## src/rtl/tmr_psc_pkg.sv

```systemverilog
package tmr_psc_pkg;

    localparam int RATIO_SEL_W = 2;
    localparam int EXT_RATIO_W = 3;

    typedef struct packed {
        logic [RATIO_SEL_W-1:0] t2_div;
        logic                   gate_mode;
        logic                   edge_fall;
        logic [RATIO_SEL_W-1:0] t1_div;
        logic                   base_fast;
        logic                   ext_en;
        logic [EXT_RATIO_W-1:0] ext_ratio;
        logic                   mode;
        logic                   emu;
        logic                   stop;
    } cfg_t;

    typedef struct packed {
        logic t2_div;
        logic mode;
        logic emu;
    } lock_t;

    typedef struct packed {
        cfg_t  cfg;
        lock_t lk;
    } cfg_state_t;

    localparam cfg_t CFG_RESET = '{
        t2_div:    '0,
        gate_mode: 1'b0,
        edge_fall: 1'b0,
        t1_div:    '0,
        base_fast: 1'b0,
        ext_en:    1'b0,
        ext_ratio: '0,
        mode:      1'b1,
        emu:       1'b0,
        stop:      1'b0
    };

endpackage

```

## src/rtl/tp_cfg_regs.sv

```systemverilog
module tp_cfg_regs
    import tmr_psc_pkg::*;
(
    input  logic                   clk,
    input  logic                   rst_n,
    input  logic                   wr_en,
    input  logic                   wr_hi,
    input  logic [7:0]             wr_data,
    input  logic                   wr_override,
    output logic [RATIO_SEL_W-1:0] t2_div,
    output logic                   gate_mode,
    output logic                   edge_fall,
    output logic [RATIO_SEL_W-1:0] t1_div,
    output logic                   base_fast,
    output logic                   ext_en,
    output logic [EXT_RATIO_W-1:0] ext_ratio,
    output logic                   stop,
    output logic                   rst_base,
    output logic                   rst_t1psc,
    output logic                   rst_t2psc,
    output logic                   rst_gate,
    output logic [15:0]            rd_data
);

    cfg_state_t st_d, st_q;

    always_comb begin
        st_d = st_q;
        if (wr_en && !wr_hi) begin
            if (!st_q.lk.t2_div || wr_override) begin
                st_d.cfg.t2_div = wr_data[1:0];
            end
            st_d.lk.t2_div      = 1'b1;
            st_d.cfg.gate_mode  = wr_data[2];
            st_d.cfg.edge_fall  = wr_data[3];
            st_d.cfg.t1_div     = wr_data[5:4];
            st_d.cfg.base_fast  = wr_data[6];
            st_d.cfg.ext_en     = wr_data[7];
        end
        if (wr_en && wr_hi) begin
            st_d.cfg.ext_ratio = wr_data[2:0];
            if (!st_q.lk.mode || wr_override) begin
                st_d.cfg.mode = wr_data[3];
            end
            if (!st_q.lk.emu || wr_override) begin
                st_d.cfg.emu = wr_data[4];
            end
            st_d.cfg.stop = wr_data[5];
            st_d.lk.mode  = 1'b1;
            st_d.lk.emu   = 1'b1;
        end
    end

    always_ff @(posedge clk or negedge rst_n) begin
        if (!rst_n) begin
            st_q <= '{cfg: CFG_RESET, lk: '0};
        end else begin
            st_q <= st_d;
        end
    end

    assign rst_base  = (st_d.cfg.base_fast != st_q.cfg.base_fast)
                     | (st_d.cfg.ext_en    != st_q.cfg.ext_en)
                     | (st_d.cfg.ext_ratio != st_q.cfg.ext_ratio);
    assign rst_t1psc = (st_d.cfg.t1_div    != st_q.cfg.t1_div);
    assign rst_t2psc = (st_d.cfg.t2_div    != st_q.cfg.t2_div);
    assign rst_gate  = (st_d.cfg.gate_mode != st_q.cfg.gate_mode);

    assign t2_div    = st_q.cfg.t2_div;
    assign gate_mode = st_q.cfg.gate_mode;
    assign edge_fall = st_q.cfg.edge_fall;
    assign t1_div    = st_q.cfg.t1_div;
    assign base_fast = st_q.cfg.base_fast;
    assign ext_en    = st_q.cfg.ext_en;
    assign ext_ratio = st_q.cfg.ext_ratio;
    assign stop      = st_q.cfg.stop;

    assign rd_data = {1'b0, st_q.cfg.stop, st_q.cfg.stop, st_q.cfg.emu,
                      st_q.cfg.mode, st_q.cfg.ext_ratio, st_q.cfg.ext_en,
                      st_q.cfg.base_fast, st_q.cfg.t1_div, st_q.cfg.edge_fall,
                      st_q.cfg.gate_mode, st_q.cfg.t2_div};

endmodule

```

## src/rtl/tp_pin_cond.sv

```systemverilog
module tp_pin_cond #(
    parameter int SYNC_STAGES = 2
) (
    input  logic clk,
    input  logic rst_n,
    input  logic pin,
    output logic level,
    output logic rise,
    output logic fall
);

    localparam int SH_W = SYNC_STAGES + 1;

    logic [SH_W-1:0] sh_d, sh_q;

    always_comb begin
        sh_d = {sh_q[SH_W-2:0], pin};
    end

    always_ff @(posedge clk or negedge rst_n) begin
        if (!rst_n) begin
            sh_q <= '0;
        end else begin
            sh_q <= sh_d;
        end
    end

    assign level = sh_q[SYNC_STAGES-1];
    assign rise  =  sh_q[SYNC_STAGES-1] & ~sh_q[SYNC_STAGES];
    assign fall  = ~sh_q[SYNC_STAGES-1] &  sh_q[SYNC_STAGES];

endmodule

```

## src/rtl/tp_rate_div.sv

```systemverilog
module tp_rate_div #(
    parameter int LIM_W = 5
) (
    input  logic             clk,
    input  logic             rst_n,
    input  logic             restart,
    input  logic             hold,
    input  logic [LIM_W-1:0] limit,
    output logic             pulse
);

    logic [LIM_W-1:0] cnt_d, cnt_q;

    always_comb begin
        pulse = !restart && !hold && (cnt_q >= limit);
        if (restart) begin
            cnt_d = '0;
        end else if (hold) begin
            cnt_d = cnt_q;
        end else if (pulse) begin
            cnt_d = '0;
        end else begin
            cnt_d = cnt_q + 1'b1;
        end
    end

    always_ff @(posedge clk or negedge rst_n) begin
        if (!rst_n) begin
            cnt_q <= '0;
        end else begin
            cnt_q <= cnt_d;
        end
    end

endmodule

```

## src/rtl/tp_pow2_psc.sv

```systemverilog
module tp_pow2_psc #(
    parameter int SEL_W = 2
) (
    input  logic             clk,
    input  logic             rst_n,
    input  logic             restart,
    input  logic             hold,
    input  logic [SEL_W-1:0] sel,
    input  logic             ev,
    output logic             tick
);

    localparam int CNT_W = (1 << SEL_W) - 1;

    typedef struct packed {
        logic [CNT_W-1:0] cnt;
        logic             tick;
    } psc_t;

    psc_t             st_d, st_q;
    logic [CNT_W:0]   span;
    logic             last;

    always_comb begin
        span = (CNT_W+1)'(1) << sel;
        last = (st_q.cnt == CNT_W'(span - 1'b1));
        st_d = '{cnt: st_q.cnt, tick: 1'b0};
        if (restart) begin
            st_d.cnt = '0;
        end else if (!hold && ev) begin
            if (last) begin
                st_d.cnt  = '0;
                st_d.tick = 1'b1;
            end else begin
                st_d.cnt = st_q.cnt + 1'b1;
            end
        end
    end

    always_ff @(posedge clk or negedge rst_n) begin
        if (!rst_n) begin
            st_q <= '0;
        end else begin
            st_q <= st_d;
        end
    end

    assign tick = st_q.tick;

endmodule

```

## src/rtl/tmr_clk_prescaler.sv

```systemverilog
module tmr_clk_prescaler
    import tmr_psc_pkg::*;
#(
    parameter int SLOW_DIV    = 32,
    parameter int FAST_DIV    = 4,
    parameter int GATE_DIV    = 8,
    parameter int SYNC_STAGES = 2
) (
    input  logic        clk,
    input  logic        rst_n,
    input  logic        ext_pin,
    input  logic        wr_en,
    input  logic        wr_hi,
    input  logic [7:0]  wr_data,
    input  logic        wr_override,
    output logic        tick1,
    output logic        tick2,
    output logic [15:0] rd_data
);

    localparam int BASE_W = $clog2(SLOW_DIV);
    localparam int GATE_W = $clog2(GATE_DIV);

    logic [RATIO_SEL_W-1:0] t2_div, t1_div;
    logic                   gate_mode, edge_fall, base_fast, ext_en, stop;
    logic [EXT_RATIO_W-1:0] ext_ratio;
    logic                   rst_base, rst_t1psc, rst_t2psc, rst_gate;
    logic                   pin_lvl, pin_rise, pin_fall;
    logic                   base_ev, gate_ev, t2_ev;
    logic [BASE_W-1:0]      base_limit;

    tp_cfg_regs u_cfg (
        .clk        (clk),
        .rst_n      (rst_n),
        .wr_en      (wr_en),
        .wr_hi      (wr_hi),
        .wr_data    (wr_data),
        .wr_override(wr_override),
        .t2_div     (t2_div),
        .gate_mode  (gate_mode),
        .edge_fall  (edge_fall),
        .t1_div     (t1_div),
        .base_fast  (base_fast),
        .ext_en     (ext_en),
        .ext_ratio  (ext_ratio),
        .stop       (stop),
        .rst_base   (rst_base),
        .rst_t1psc  (rst_t1psc),
        .rst_t2psc  (rst_t2psc),
        .rst_gate   (rst_gate),
        .rd_data    (rd_data)
    );

    tp_pin_cond #(.SYNC_STAGES(SYNC_STAGES)) u_pin (
        .clk  (clk),
        .rst_n(rst_n),
        .pin  (ext_pin),
        .level(pin_lvl),
        .rise (pin_rise),
        .fall (pin_fall)
    );

    always_comb begin
        if (ext_en) begin
            base_limit = BASE_W'({ext_ratio, 1'b1});
        end else if (base_fast) begin
            base_limit = BASE_W'(FAST_DIV - 1);
        end else begin
            base_limit = BASE_W'(SLOW_DIV - 1);
        end
    end

    tp_rate_div #(.LIM_W(BASE_W)) u_base_div (
        .clk    (clk),
        .rst_n  (rst_n),
        .restart(rst_base),
        .hold   (stop),
        .limit  (base_limit),
        .pulse  (base_ev)
    );

    tp_rate_div #(.LIM_W(GATE_W)) u_gate_div (
        .clk    (clk),
        .rst_n  (rst_n),
        .restart(rst_gate),
        .hold   (stop),
        .limit  (GATE_W'(GATE_DIV - 1)),
        .pulse  (gate_ev)
    );

    always_comb begin
        if (gate_mode) begin
            t2_ev = gate_ev & (pin_lvl ^ edge_fall);
        end else begin
            t2_ev = edge_fall ? pin_fall : pin_rise;
        end
    end

    tp_pow2_psc #(.SEL_W(RATIO_SEL_W)) u_t1_psc (
        .clk    (clk),
        .rst_n  (rst_n),
        .restart(rst_t1psc),
        .hold   (stop),
        .sel    (t1_div),
        .ev     (base_ev),
        .tick   (tick1)
    );

    tp_pow2_psc #(.SEL_W(RATIO_SEL_W)) u_t2_psc (
        .clk    (clk),
        .rst_n  (rst_n),
        .restart(rst_t2psc),
        .hold   (stop),
        .sel    (t2_div),
        .ev     (t2_ev),
        .tick   (tick2)
    );

endmodule


```

## config.mk

```make
export PLATFORM = sky130hd
export DESIGN_NAME = tmr_clk_prescaler
export DESIGN_NICKNAME = d
export VERILOG_FILES = /design/src/rtl/tmr_psc_pkg.sv /design/src/rtl/tp_cfg_regs.sv /design/src/rtl/tp_pin_cond.sv /design/src/rtl/tp_rate_div.sv /design/src/rtl/tp_pow2_psc.sv /design/src/rtl/tmr_clk_prescaler.sv
export SDC_FILE = /design/constraint.sdc
export NUM_CORES = 1
export LEC_CHECK = 0
export ABC_AREA = 1
export CAP_MARGIN = 20
export CORE_UTILIZATION = 49
export DETAILED_ROUTE_END_ITERATION = 12
export PLACE_DENSITY = 0.81
export SLEW_MARGIN = 20
export SYNTH_ARGS = -nofsm -noshare
export SYNTH_HDL_FRONTEND = slang
export SYNTH_SLANG_ARGS = --single-unit
export TNS_END_PERCENT = 50
```

## constraint.sdc

```tcl
create_clock -name clk -period 1.7 [get_ports clk]
set_input_delay 0.51 -clock clk [delete_from_list [all_inputs] [get_ports clk]]
set_output_delay 0.51 -clock clk [all_outputs]
set_load 0.005 [all_outputs]
```

==> impl_metrics.toml <==
[final_layout]
areaGrowthSynthToFinish_pct = 26.5
finalNetCount = 321
fin_area_sq_um = 2710
drive_gt1_frac = 0.221
diodes = 0
fill_cells = 343

[cts]
cts.path.max_buffers = 2
cts_sinks = 35
cts_root_buffer = "clkbuf_8"
cts_tree = "yes"
path_clk_slew_ns = 0.07
h-tree-depth = 2
cts-buffers-inserted = 5
clk_latency_ns = 0.28

[worst_setup_path]
slowest_delay_ns = 0.40
worstSetupEndpointType = "flip-flop"
worstPathCellList = "nor2_2 -> inv_1 -> ha_4 -> nand2_1 -> inv_2 -> nand4_1 -> nand3_4 -> nand3_4 -> nand3_1 -> nand2_1"
cp-start-kind = "flip-flop"
crit_arrival_ns = 1.93
critPathSlowestCell = "dfrtp_1"
required_ns = 1.87
critPathKind = "flip-flop to flip-flop"
cp_max_fo = 7

[floorplanning]
ioPinCount = 32
coreArea_sq_um = 4090
die_h_um = 68.1
die_w_um = 68.1
initial_core_util = 0.524
rows = 23
dieArea_sq_um = 4640

[route]
routed_via_density = 5.03
ant_nets = 0
firstDrtPassIters = 6
drc = 0
wirelength_um = 4400
num_vias = 1756
first_iter_violations = 111
routedWlPerCell_um = 12.6

[power_and_ir_drop]
fin_total_pwr_mw = 2.37
seq_power_share = 0.449
swShare = 0.333
power.share.clock = 0.244
power.leakage_nw = 1.42
comb_power_share = 0.308
p_per_area_nw_per_um2 = 875
vdd_drop_max_mv = 0.720
p_int_mw = 1.58
p_switching_mw = 0.788

[synth]
synth_warnings = 0
synth_cell_types = 34
yosysMostFrequentCell = "nand2_1"
yosysSeqAreaShare = 0.409
ys_top_cells_by_area = "dfrtp_1, nand2_1, buf_4"
synth-async-reset-ratio = 1.00
synth_nets = 279
synth-edff-count = 0
ys_ff_latch = 35
synth_ff_type = "dfrtp_1"
ys_top_cells_by_count = "nand2_1, dfrtp_1, inv_1, nand3_1, o21ai_0"
syn_inst = 256
syn_area_sq_um = 2140
synth_area_per_cell_sq_um = 8.37
synth_top_area_frac = 0.397
synth_top_area_cell = "dfrtp_1"

[sta]
finalSetupTns_ns = -0.180
rsz0062_at_grt = "yes"
postLayoutSetupSlackWorst_ns = -0.0536
timing.fmax_mhz = 570
holdWs_ns = 0.350
post-route-period-util = 1.03
finalSetupViolCount = 8
hold_viol = 0
report.final.slew_viol_count = 0
fin_crit_ns = 1.75
skew_ns = 0.00695

[outcome]
status = "complete, but fails checks"
violations = "setup timing"

[global_route]
grt_pass1_wl_um = 7470
grt_pass1_vias = 1703
grtUsageTotal = 0.222
grt-ovfl-total = 0
antenna_found_initial = 0
grt_max_degree = 36

[hold_path]
hold_path.class = "flip-flop to flip-flop"

[placement]
placed_area_sq_um = 2550
dp_slack_ns = -0.478
port-buffer-count = 30
place_congestion = 0.864
post-dp-hpwl_um = 3300

[flow_run]
max_cap_viol_count = 0
[final timing paths]
path                                           to     startpoint  slack [ns]  cells after the start
worst max-delay path             u_t1_psc.st_q[1]   u_cfg.ext_en       -0.05                     10
worst min-delay path                u_pin.sh_q[1]  u_pin.sh_q[0]        0.35                      0
worst max register to register   u_t1_psc.st_q[1]   u_cfg.ext_en       -0.05                     10
worst min register to register      u_pin.sh_q[1]  u_pin.sh_q[0]        0.35                      0
max in group asynchronous       u_cfg.rd_data[11]          rst_n        0.86                      2
min in group asynchronous           u_t1_psc.tick          rst_n        0.58                      2
[cells by family (layout without fill, tap and decap cells)]
logic type      Yosys count  count (layout)  synth area share
fa+ha+maj                 9               9            0.0526
flops                    35              35             0.409
simple gates            115             115             0.273
xor+xnor                 13              13            0.0532
compound gates           31              31            0.0841
buf+inv                  52              95             0.126
other cells               1               1           0.00175
[per-stage QoR]
| stage | utilization | cells |
|---|---|---|
| floorplan | - | 256 |
| global placement | 0.625 | 341 |
| detailed placement | 0.625 | 341 |
| CTS | 0.643 | 349 |
| global route | 0.663 | 349 |
| finish | 0.663 | 349 |
[repair_timing]
item | CTS | global route
gates resized for setup | 19 | 23
endpoints found under the setup margin | 27 | 16
hold endpoints to repair | 0 | 0
pin swaps | 3 | 9
hold buffers | 0 | 0
buffers inserted | 0 | 0
[worst max-delay path: cells and delay by family (launching register included)]
family | cells | cell delay [ns]
simple gates | 7 | 0.79
flops | 1 | 0.40
fa+ha+maj | 1 | 0.27
buf+inv | 2 | 0.18
[area by class of cell]
cell class / instances / area (sq um) / area share
inverters: 34 / 128 / 0.0471
flip-flops and latches: 35 / 878 / 0.324
clock buffers: 7 / 76.3 / 0.0282
well taps: 50 / 62.6 / 0.0231
clock inverters: 1 / 5.00 / 0.00185
multi-input cells: 169 / 1070 / 0.396
repair buffers: 53 / 487 / 0.180
[power groups by stage]
stage | Combinational (mW) | Clock, mW | Sequential (mW)
5_1_grt | 0.836 | 0.629 | 1.09
3_5_place_dp | 0.741 | 0 | 1.07
2_1_floorplan | 0.500 | 0 | 1.06
6_report | 0.729 | 0.578 | 1.06
4_1_cts | 0.715 | 0.589 | 1.06
3_3_place_gp | 0.706 | 0 | 1.07
[metal layers]
| layer | up-vias | GRT usage | share of wire |
|---|---|---|---|
| li1 | 895 | - | - |
| met1 | 805 | 0.273 | 0.44 |
| met2 | 47 | 0.377 | 0.50 |
| met3 | 9 | 0.0450 | 0.040 |
| met4 | 0 | 0.0885 | 0.014 |
| met5 | - | 0 | 0 |
[layout by cell type (no fill, tap or decap), types with 2 or more instances in the layout]
master / instances
nor2_1: 13
nor3_1: 2
clkbuf_1: 2
dlymetal6s2s_1: 6
inv_2: 5
nand3_1: 18
nor2_4: 3
o21ai_1: 4
nand2_1: 47
clkbuf_8: 5
nand3_2: 3
nand3_4: 3
xor2_1: 5
inv_1: 28
a21oi_1: 4
nor3_4: 2
ha_1: 8
o21ai_0: 16
nand4_1: 7
nor2_2: 6
xnor2_1: 8
dfrtp_1: 33
clkdlybuf4s50_1: 10
buf_4: 21
nand2_2: 7
dlygate4sd2_1: 14
[state kept, by name, summed over array words and instances (netlist names), 3 cells and up]
signal	flops
u_gate_div.cnt_q	3
u_t1_psc.st_q	3
u_pin.sh_q	3
u_cfg.ext_ratio	3
u_base_div.cnt_q	5
u_t2_psc.st_q	3
(Power assumes the default switching activity.)
